==> src/rtl/dte_pkg.sv <==
package dte_pkg;
    localparam int REG_W = 32;

    localparam int A_ENABLE = 0;
    localparam int A_CFG    = 1;
    localparam int A_POL    = 2;
    localparam int A_HCTL   = 3;
    localparam int A_DHCTL  = 4;
    localparam int A_AHCTL  = 5;
    localparam int A_VPER   = 6;
    localparam int A_VPULSE = 7;
    localparam int A_DVS    = 8;
    localparam int A_DVE    = 9;
    localparam int A_AVS    = 10;
    localparam int A_AVE    = 11;
    localparam int A_FETCH  = 12;
    localparam int A_BORDER = 13;
    localparam int A_UNDER  = 14;
    localparam int A_FRAMES = 15;
    localparam int A_LINES  = 16;

    localparam int CFG_ACT_H = 29;
    localparam int CFG_ACT_V = 30;
    localparam int CFG_FETCH = 31;

    typedef enum logic [1:0] {
        ST_IDLE  = 2'd0,
        ST_START = 2'd1,
        ST_RUN   = 2'd2
    } dte_state_e;

    typedef struct packed {
        logic [REG_W-1:0] cfg;
        logic [REG_W-1:0] pol;
        logic [REG_W-1:0] hctl;
        logic [REG_W-1:0] dhctl;
        logic [REG_W-1:0] ahctl;
        logic [REG_W-1:0] vper;
        logic [REG_W-1:0] vpulse;
        logic [REG_W-1:0] dvs;
        logic [REG_W-1:0] dve;
        logic [REG_W-1:0] avs;
        logic [REG_W-1:0] ave;
        logic [REG_W-1:0] fetch;
        logic [REG_W-1:0] border;
        logic [REG_W-1:0] under;
    } dte_timing_t;
endpackage

==> src/rtl/dte_regs.sv <==
module dte_regs
    import dte_pkg::*;
#(
    parameter int ADDR_W = 5,
    parameter int FCNT_W = 16,
    parameter int LCNT_W = 16
) (
    input  logic              clk,
    input  logic              rst_n,
    input  logic              wr_en,
    input  logic [ADDR_W-1:0] wr_addr,
    input  logic [REG_W-1:0]  wr_data,
    input  logic              rd_en,
    input  logic [ADDR_W-1:0] rd_addr,
    output logic [REG_W-1:0]  rd_data,
    input  logic              load_i,
    input  logic              eng_on_i,
    input  logic [FCNT_W-1:0] frame_cnt_i,
    input  logic [LCNT_W-1:0] line_cnt_i,
    output logic              enable_o,
    output dte_timing_t       act_o
);
    dte_timing_t pend_q;
    dte_timing_t act_q;
    logic        en_q;
    logic [REG_W-1:0] rd_mux;
    logic        counts_live;

    // Pending (software-visible) set
    always_ff @(posedge clk or negedge rst_n) begin
        if (!rst_n) begin
            pend_q <= '0;
            en_q   <= 1'b0;
        end else if (wr_en) begin
            unique case (int'(wr_addr))
                A_ENABLE: en_q          <= wr_data[0];
                A_CFG:    pend_q.cfg    <= wr_data;
                A_POL:    pend_q.pol    <= wr_data;
                A_HCTL:   pend_q.hctl   <= wr_data;
                A_DHCTL:  pend_q.dhctl  <= wr_data;
                A_AHCTL:  pend_q.ahctl  <= wr_data;
                A_VPER:   pend_q.vper   <= wr_data;
                A_VPULSE: pend_q.vpulse <= wr_data;
                A_DVS:    pend_q.dvs    <= wr_data;
                A_DVE:    pend_q.dve    <= wr_data;
                A_AVS:    pend_q.avs    <= wr_data;
                A_AVE:    pend_q.ave    <= wr_data;
                A_FETCH:  pend_q.fetch  <= wr_data;
                A_BORDER: pend_q.border <= wr_data;
                A_UNDER:  pend_q.under  <= wr_data;
                default: ;
            endcase
        end
    end

    // Working set, copied only at a frame boundary or at start
    always_ff @(posedge clk or negedge rst_n) begin
        if (!rst_n) begin
            act_q <= '0;
        end else if (load_i) begin
            act_q <= pend_q;
        end
    end

    assign counts_live = eng_on_i && en_q;

    always_comb begin
        rd_mux = '0;
        unique case (int'(rd_addr))
            A_ENABLE: rd_mux = {{(REG_W-1){1'b0}}, en_q};
            A_CFG:    rd_mux = pend_q.cfg;
            A_POL:    rd_mux = pend_q.pol;
            A_HCTL:   rd_mux = pend_q.hctl;
            A_DHCTL:  rd_mux = pend_q.dhctl;
            A_AHCTL:  rd_mux = pend_q.ahctl;
            A_VPER:   rd_mux = pend_q.vper;
            A_VPULSE: rd_mux = pend_q.vpulse;
            A_DVS:    rd_mux = pend_q.dvs;
            A_DVE:    rd_mux = pend_q.dve;
            A_AVS:    rd_mux = pend_q.avs;
            A_AVE:    rd_mux = pend_q.ave;
            A_FETCH:  rd_mux = pend_q.fetch;
            A_BORDER: rd_mux = pend_q.border;
            A_UNDER:  rd_mux = pend_q.under;
            A_FRAMES: rd_mux = counts_live ? REG_W'(frame_cnt_i) : '0;
            A_LINES:  rd_mux = counts_live ? REG_W'(line_cnt_i) : '0;
            default:  rd_mux = '0;
        endcase
    end

    always_ff @(posedge clk or negedge rst_n) begin
        if (!rst_n) begin
            rd_data <= '0;
        end else if (rd_en) begin
            rd_data <= rd_mux;
        end
    end

    assign enable_o = en_q;
    assign act_o    = act_q;

    // the working set only moves when the sequencer asks for a load
    p_hold_between_loads_r11: assert property (@(posedge clk) disable iff (!rst_n)
        !load_i |=> $stable(act_q));

    // counts read back as zero once generation is off
    p_counts_zero_off_r10: assert property (@(posedge clk) disable iff (!rst_n)
        (rd_en && !eng_on_i && (int'(rd_addr) == A_FRAMES)) |=> (rd_data == '0));
endmodule

==> src/rtl/dte_seq.sv <==
module dte_seq
    import dte_pkg::*;
#(
    parameter int CNT_W  = 32,
    parameter int HCNT_W = 16,
    parameter int FCNT_W = 16,
    parameter int LCNT_W = 16
) (
    input  logic              clk,
    input  logic              rst_n,
    input  logic              enable_i,
    input  logic [CNT_W-1:0]  vper_i,
    input  logic [HCNT_W-1:0] hper_i,
    output logic              running_o,
    output logic              eng_on_o,
    output logic              load_o,
    output logic [CNT_W-1:0]  pix_cnt_o,
    output logic [HCNT_W-1:0] h_cnt_o,
    output logic [LCNT_W-1:0] line_cnt_o,
    output logic [FCNT_W-1:0] frame_cnt_o
);
    dte_state_e state_q, state_d;
    logic [CNT_W-1:0]  pix_q;
    logic [HCNT_W-1:0] h_q;
    logic [LCNT_W-1:0] line_q;
    logic [FCNT_W-1:0] frame_q;
    logic frame_wrap, h_wrap;

    always_ff @(posedge clk or negedge rst_n) begin
        if (!rst_n) state_q <= ST_IDLE;
        else        state_q <= state_d;
    end

    always_comb begin
        state_d = state_q;
        unique case (state_q)
            ST_IDLE:  state_d = enable_i ? ST_START : ST_IDLE;
            ST_START: state_d = enable_i ? ST_RUN   : ST_IDLE;
            ST_RUN:   state_d = enable_i ? ST_RUN   : ST_IDLE;
            default:  state_d = ST_IDLE;
        endcase
    end

    assign frame_wrap = (state_q == ST_RUN) &&
                        ((vper_i == '0) || (pix_q >= vper_i - 1'b1));
    assign h_wrap     = (state_q == ST_RUN) &&
                        ((hper_i == '0) || (h_q >= hper_i - 1'b1));

    always_ff @(posedge clk or negedge rst_n) begin
        if (!rst_n) begin
            pix_q   <= '0;
            h_q     <= '0;
            line_q  <= '0;
            frame_q <= '0;
        end else if (state_q == ST_START) begin
            pix_q   <= '0;
            h_q     <= '0;
            line_q  <= '0;
            frame_q <= '0;
        end else if (state_q == ST_RUN) begin
            pix_q <= frame_wrap ? '0 : pix_q + 1'b1;
            h_q   <= (frame_wrap || h_wrap) ? '0 : h_q + 1'b1;
            if (frame_wrap)  line_q <= '0;
            else if (h_wrap) line_q <= line_q + 1'b1;
            if (frame_wrap)  frame_q <= frame_q + 1'b1;
        end
    end

    assign running_o   = (state_q == ST_RUN);
    assign eng_on_o    = (state_q != ST_IDLE);
    assign load_o      = (state_q == ST_START) || frame_wrap;
    assign pix_cnt_o   = pix_q;
    assign h_cnt_o     = h_q;
    assign line_cnt_o  = line_q;
    assign frame_cnt_o = frame_q;

    p_start_clears_r9: assert property (@(posedge clk) disable iff (!rst_n)
        (state_q == ST_START) |=> (pix_q == '0) && (frame_q == '0) && (line_q == '0));

    p_frame_step_r10: assert property (@(posedge clk) disable iff (!rst_n)
        frame_wrap |=> (frame_q == $past(frame_q) + 1'b1) && (pix_q == '0));

    p_pix_step_r2: assert property (@(posedge clk) disable iff (!rst_n)
        ((state_q == ST_RUN) && !frame_wrap) |=> (pix_q == $past(pix_q) + 1'b1));

    p_stop_goes_idle_r9: assert property (@(posedge clk) disable iff (!rst_n)
        !enable_i |=> (state_q == ST_IDLE));
endmodule

==> src/rtl/dte_pixel.sv <==
module dte_pixel
    import dte_pkg::*;
#(
    parameter int PIX_W  = 24,
    parameter int CNT_W  = 32,
    parameter int HCNT_W = 16
) (
    input  logic              clk,
    input  logic              rst_n,
    input  logic              running_i,
    input  logic [CNT_W-1:0]  pix_cnt_i,
    input  logic [HCNT_W-1:0] h_cnt_i,
    input  dte_timing_t       tm_i,
    input  logic              in_valid_i,
    input  logic [PIX_W-1:0]  in_data_i,
    output logic              in_ready_o,
    output logic              hsync_o,
    output logic              vsync_o,
    output logic              de_o,
    output logic              fetch_o,
    output logic [PIX_W-1:0]  pix_o
);
    logic hs_raw, vs_raw, in_disp, act_h_ok, act_v_ok, in_act;
    logic [HCNT_W-1:0] dh_first, dh_last, ah_first, ah_last;

    assign dh_first = tm_i.dhctl[HCNT_W-1:0];
    assign dh_last  = tm_i.dhctl[REG_W-1:REG_W-HCNT_W];
    assign ah_first = tm_i.ahctl[HCNT_W-1:0];
    assign ah_last  = tm_i.ahctl[REG_W-1:REG_W-HCNT_W];

    always_comb begin
        hs_raw   = running_i && (h_cnt_i < tm_i.hctl[HCNT_W-1:0]);
        vs_raw   = running_i && (pix_cnt_i < tm_i.vpulse[CNT_W-1:0]);
        in_disp  = running_i &&
                   (h_cnt_i >= dh_first) && (h_cnt_i <= dh_last) &&
                   (pix_cnt_i >= tm_i.dvs[CNT_W-1:0]) &&
                   (pix_cnt_i <= tm_i.dve[CNT_W-1:0]);
        act_h_ok = !tm_i.cfg[CFG_ACT_H] ||
                   ((h_cnt_i >= ah_first) && (h_cnt_i <= ah_last));
        act_v_ok = !tm_i.cfg[CFG_ACT_V] ||
                   ((pix_cnt_i >= tm_i.avs[CNT_W-1:0]) &&
                    (pix_cnt_i <= tm_i.ave[CNT_W-1:0]));
        in_act   = in_disp && act_h_ok && act_v_ok;

        if (!in_disp)        pix_o = '0;
        else if (!in_act)    pix_o = tm_i.border[PIX_W-1:0];
        else if (in_valid_i) pix_o = in_data_i;
        else                 pix_o = tm_i.under[PIX_W-1:0];
    end

    assign in_ready_o = in_act;
    assign hsync_o    = hs_raw  ^ tm_i.pol[0];
    assign vsync_o    = vs_raw  ^ tm_i.pol[1];
    assign de_o       = in_disp ^ tm_i.pol[2];
    assign fetch_o    = running_i && tm_i.cfg[CFG_FETCH] &&
                        (pix_cnt_i == tm_i.fetch[CNT_W-1:0]);

    p_ready_inside_window_r5: assert property (@(posedge clk) disable iff (!rst_n)
        in_ready_o |-> (de_o != tm_i.pol[2]));

    p_fetch_needs_enable_r8: assert property (@(posedge clk) disable iff (!rst_n)
        fetch_o |-> (tm_i.cfg[CFG_FETCH] && running_i));

    p_idle_quiet_r9: assert property (@(posedge clk) disable iff (!rst_n)
        !running_i |-> (!fetch_o && !in_ready_o && (pix_o == '0) &&
                        (hsync_o == tm_i.pol[0])));

    p_underflow_fill_r4: assert property (@(posedge clk) disable iff (!rst_n)
        (in_ready_o && !in_valid_i) |-> (pix_o == tm_i.under[PIX_W-1:0]));
endmodule

==> src/rtl/dte_timing_engine.sv <==
module dte_timing_engine
    import dte_pkg::*;
#(
    parameter int ADDR_W = 5,
    parameter int PIX_W  = 24,
    parameter int CNT_W  = 32,
    parameter int FCNT_W = 16,
    parameter int LCNT_W = 16
) (
    input  logic              clk,
    input  logic              rst_n,
    input  logic              reg_wr_en,
    input  logic [ADDR_W-1:0] reg_wr_addr,
    input  logic [31:0]       reg_wr_data,
    input  logic              reg_rd_en,
    input  logic [ADDR_W-1:0] reg_rd_addr,
    output logic [31:0]       reg_rd_data,
    input  logic              pix_in_valid,
    input  logic [PIX_W-1:0]  pix_in_data,
    output logic              pix_in_ready,
    output logic              hsync_o,
    output logic              vsync_o,
    output logic              de_o,
    output logic [PIX_W-1:0]  pix_out,
    output logic              fetch_start_o
);
    localparam int HCNT_W = REG_W / 2;

    dte_timing_t       tm;
    logic              enable, running, eng_on, load;
    logic [CNT_W-1:0]  pix_cnt;
    logic [HCNT_W-1:0] h_cnt;
    logic [LCNT_W-1:0] line_cnt;
    logic [FCNT_W-1:0] frame_cnt;

    dte_regs #(.ADDR_W(ADDR_W), .FCNT_W(FCNT_W), .LCNT_W(LCNT_W)) u_regs (
        .clk(clk), .rst_n(rst_n),
        .wr_en(reg_wr_en), .wr_addr(reg_wr_addr), .wr_data(reg_wr_data),
        .rd_en(reg_rd_en), .rd_addr(reg_rd_addr), .rd_data(reg_rd_data),
        .load_i(load), .eng_on_i(eng_on),
        .frame_cnt_i(frame_cnt), .line_cnt_i(line_cnt),
        .enable_o(enable), .act_o(tm)
    );

    dte_seq #(.CNT_W(CNT_W), .HCNT_W(HCNT_W), .FCNT_W(FCNT_W), .LCNT_W(LCNT_W)) u_seq (
        .clk(clk), .rst_n(rst_n), .enable_i(enable),
        .vper_i(tm.vper[CNT_W-1:0]), .hper_i(tm.hctl[REG_W-1:REG_W-HCNT_W]),
        .running_o(running), .eng_on_o(eng_on), .load_o(load),
        .pix_cnt_o(pix_cnt), .h_cnt_o(h_cnt),
        .line_cnt_o(line_cnt), .frame_cnt_o(frame_cnt)
    );

    dte_pixel #(.PIX_W(PIX_W), .CNT_W(CNT_W), .HCNT_W(HCNT_W)) u_pixel (
        .clk(clk), .rst_n(rst_n), .running_i(running),
        .pix_cnt_i(pix_cnt), .h_cnt_i(h_cnt), .tm_i(tm),
        .in_valid_i(pix_in_valid), .in_data_i(pix_in_data),
        .in_ready_o(pix_in_ready),
        .hsync_o(hsync_o), .vsync_o(vsync_o), .de_o(de_o),
        .fetch_o(fetch_start_o), .pix_o(pix_out)
    );
endmodule

==> config.mk <==
export PLATFORM = sky130hd
export DESIGN_NAME = dte_timing_engine
export DESIGN_NICKNAME = d
export VERILOG_FILES = /design/src/rtl/dte_pkg.sv /design/src/rtl/dte_regs.sv /design/src/rtl/dte_seq.sv /design/src/rtl/dte_pixel.sv /design/src/rtl/dte_timing_engine.sv
export SDC_FILE = /design/constraint.sdc
export NUM_CORES = 2
export LEC_CHECK = 0
export BUFFER_PORTS_ARGS = -buffer_cell sky130_fd_sc_hd__buf_4
export CORE_ASPECT_RATIO = 0.6
export CORE_UTILIZATION = 45
export CTS_CLUSTER_SIZE = 14
export DETAILED_ROUTE_END_ITERATION = 7
export GPL_ROUTABILITY_DRIVEN = 1
export MAX_ROUTING_LAYER = met4
export PLACE_DENSITY_LB_ADDON = 0.15
export SETUP_SLACK_MARGIN = 0.5
export SLEW_MARGIN = 20
export SYNTH_ARGS = -nofsm -noshare
export SYNTH_HDL_FRONTEND = slang
export SYNTH_HIERARCHICAL = 1
export SYNTH_SLANG_ARGS = --single-unit
export TNS_END_PERCENT = 30
==> constraint.sdc <==
create_clock -name clk -period 6 [get_ports clk]
set_clock_uncertainty 0.2 [all_clocks]
set_input_delay 0.3 -clock clk [delete_from_list [all_inputs] [get_ports clk]]
set_output_delay 0.3 -clock clk [all_outputs]
set_load 0.02 [all_outputs]
==> flow_summary_export.csv <==
group,metric,value,unit
status,status,"completed",
synth,yosysWarningCount,6,
run,maxCapViolations,0,
sta,tightest_slew,1200,ps
setup_path,cp_slowest_cell,"a211oi_4",
routing,drt-pass1-iter-count,8,
floorplanning,core.rowCount,92,
setup_path,slowest_delay,660,ps
setup_path,cp-end-kind,"flop",
floorplanning,start_util,45.7,%
grt,antenna_found_initial,16,
cts,cts_tree,"built",
sta,period_needed,5380,ps
synth,synthesis.nets,4417,
layout,num-nets-final,4568,
grt,grt_max_degree,168,
sta,finalSetupTns,0,ps
grt,overflow,0,
sta,finalMaxSlewViolations,0,
routing,routed_wl,178000,um
grt,grt_pass1_wl,251000,um
routing,vias,35700,
power,power.density,422,mW/mm2
setup_path,worstSetupPathType,"reg -> reg",
layout,utilization,51.8,%
setup_path,crit_buf_inv,2,
floorplanning,die_w,425,um
sta,hold_viol,0,
power,p_leak,25.7,nW
cts,htreeDepth,3,
placement,dp_hpwl,128000,um
grt,grt_pass1_vias,33100,
grt,track_usage,33.3,%
floorplanning,die_area,0.109,mm2
routing,drc,0,
floorplanning,io-pin-count,132,
setup_path,critPathMaxFanout,88,
cts,cts_sinks,937,
worst_hold_path,hold_class,"in -> async",
layout,nFillCells,9315,
synth,syn_area_per_cell,11.9,um2
cts,path_clk_slew,70,ps
setup_path,worstPathArrival,5780,ps
routing,vias_per_cell,6.28,
sta,setup_viol,0,
routing,wl_per_cell,31.3,um
layout,drive_gt1_share,30.3,%
setup_path,crit_top_cell,"a21o_1",
power,vdd_drop_max,248,uV
synth,syn_area,0.0484,mm2
sta,max_freq,186,MHz
sta,post-route-period-util,89.7,%
layout,area_delta_synth_final,13.3,%
floorplanning,die_y,256,um
cts,cts_buffers,90,
placement,gp_congestion,0.979,
routing,drtIter0Drc,4699,
cts,clock-root-buffer,"clkbuf_16",
setup_path,start_kind,"flop",
cts,clockBufferDepth,3,
synth,synth_cells,4049,
placement,io_buffers,131,
routing,ant_nets,0,
floorplanning,core,0.106,mm2
setup_path,cp.required,6390,ps
cts,clock_latency,710,ps
setup_path,critPathTopFamily,"simple AND/OR/NAND/NOR gates",
sta,slew_headroom,18.7,%
setup_path,crit_path_cell_trace,"or4_4 -> and4bb_1 -> nand3_1 -> or3_1 -> nor4_1 -> xnor2_1 -> ha_1 -> a21o_1 -> a21o_1 -> a21oi_1 -> a41oi_2 -> a211oi_4 -> inv_16 -> buf_12 -> mux2_2",
sta,rsz0062_at_grt,"true",
==> power breakdown <==
group	switching, W	internal [W]	total (W)	leakage (nW)
clock network	0.00271	0.00346	0.00617	1.54
registers	0.00186	0.00817	0.0100	12.1
logic	0.00363	0.00327	0.00690	12.0
==> path summary, 6_finish.rpt <==
kind                       slack (ps)               start                  to  cells after the start
max                               620   u_regs/act_o[266]   u_regs/act_o[371]                     15
min                                 8               rst_n   u_regs/act_o[101]                      2
max reg2reg                       620   u_regs/act_o[266]   u_regs/act_o[371]                     15
min reg2reg                       300  u_regs/pend_q[422]  u_regs/pend_q[422]                      1
max in group asynchronous        4130               rst_n   u_regs/act_o[303]                      3
min in group clk                   60      reg_rd_addr[2]  u_regs/rd_data[30]                      4
==> cells in the final DEF, fill, tap and decap left out, types with 50 or more instances in the layout <==
cell type / instances
dfrtp_1: 937
a22oi_1: 132
nand4_1: 85
a21oi_1: 105
mux2_2: 832
inv_1: 263
buf_4: 216
xor2_1: 58
nor2_1: 163
nand3_1: 87
mux2i_1: 59
nand2_1: 132
ha_1: 297
o21ai_0: 62
xnor2_1: 50
clkbuf_16: 91
==> per-stage QoR <==
step | total power [W] | setup WS, ps | instances | cell area [um2] | hold WS (ps)
floorplan | 0.0141 | 905 | 4049 | 48400 | -196
global placement | 0.0165 | 436 | 5475 | 51100 | 172
detailed placement | 0.0167 | 359 | 5475 | 51100 | 174
CTS | 0.0229 | 393 | 5680 | 54700 | 7.27
global route | 0.0243 | 412 | 5684 | 54800 | 47.0
finish | 0.0231 | 617 | 5690 | 54800 | 7.72
==> registers in the layout, indices dropped and copies added, names as in the netlist <==
| name | cells |
|---|---|
| u_regs/pend_q | 448 |
| u_seq/pix_cnt_o | 32 |
| u_seq/line_cnt_o | 16 |
| u_seq/state_q | 2 |
| u_seq/h_cnt_o | 16 |
| u_regs/act_o | 374 |
| u_regs/enable_o | 1 |
| u_seq/frame_cnt_o | 16 |
| u_regs/rd_data | 32 |
==> metal layers <==
metal,wire (um),part of all wire [%],track usage (%),vias to the layer above
met4,3290,1.8,6.11,0
met3,25500,14,12.6,195
met2,64900,36,39.0,1861
met1,84600,47,52.4,18500
met5,0,0,-,-
li1,-,-,-,15100
==> cell type report <==
| class | instances | area (um2) | area share [%] |
|---|---|---|---|
| Antenna cell | 7 | 17.5 | 0.0320 |
| Clock inverter | 32 | 460 | 0.840 |
| Inverter | 267 | 1020 | 1.86 |
| Timing Repair Buffer | 271 | 2300 | 4.19 |
| Clock buffer | 133 | 2670 | 4.88 |
| Tap cell | 1410 | 1760 | 3.22 |
| Multi-Input combinational cell | 2633 | 23100 | 42.2 |
| Sequential cell | 937 | 23400 | 42.8 |
==> repair_timing <==
item,CTS,global route
gates resized for setup,5,6
pin swaps,0,1
setup buffers,0,1
hold endpoints to repair,589,0
hold buffers,40,0
endpoints found under the setup margin,162,388
gates cloned,0,2
(Power assumes the default switching activity.)
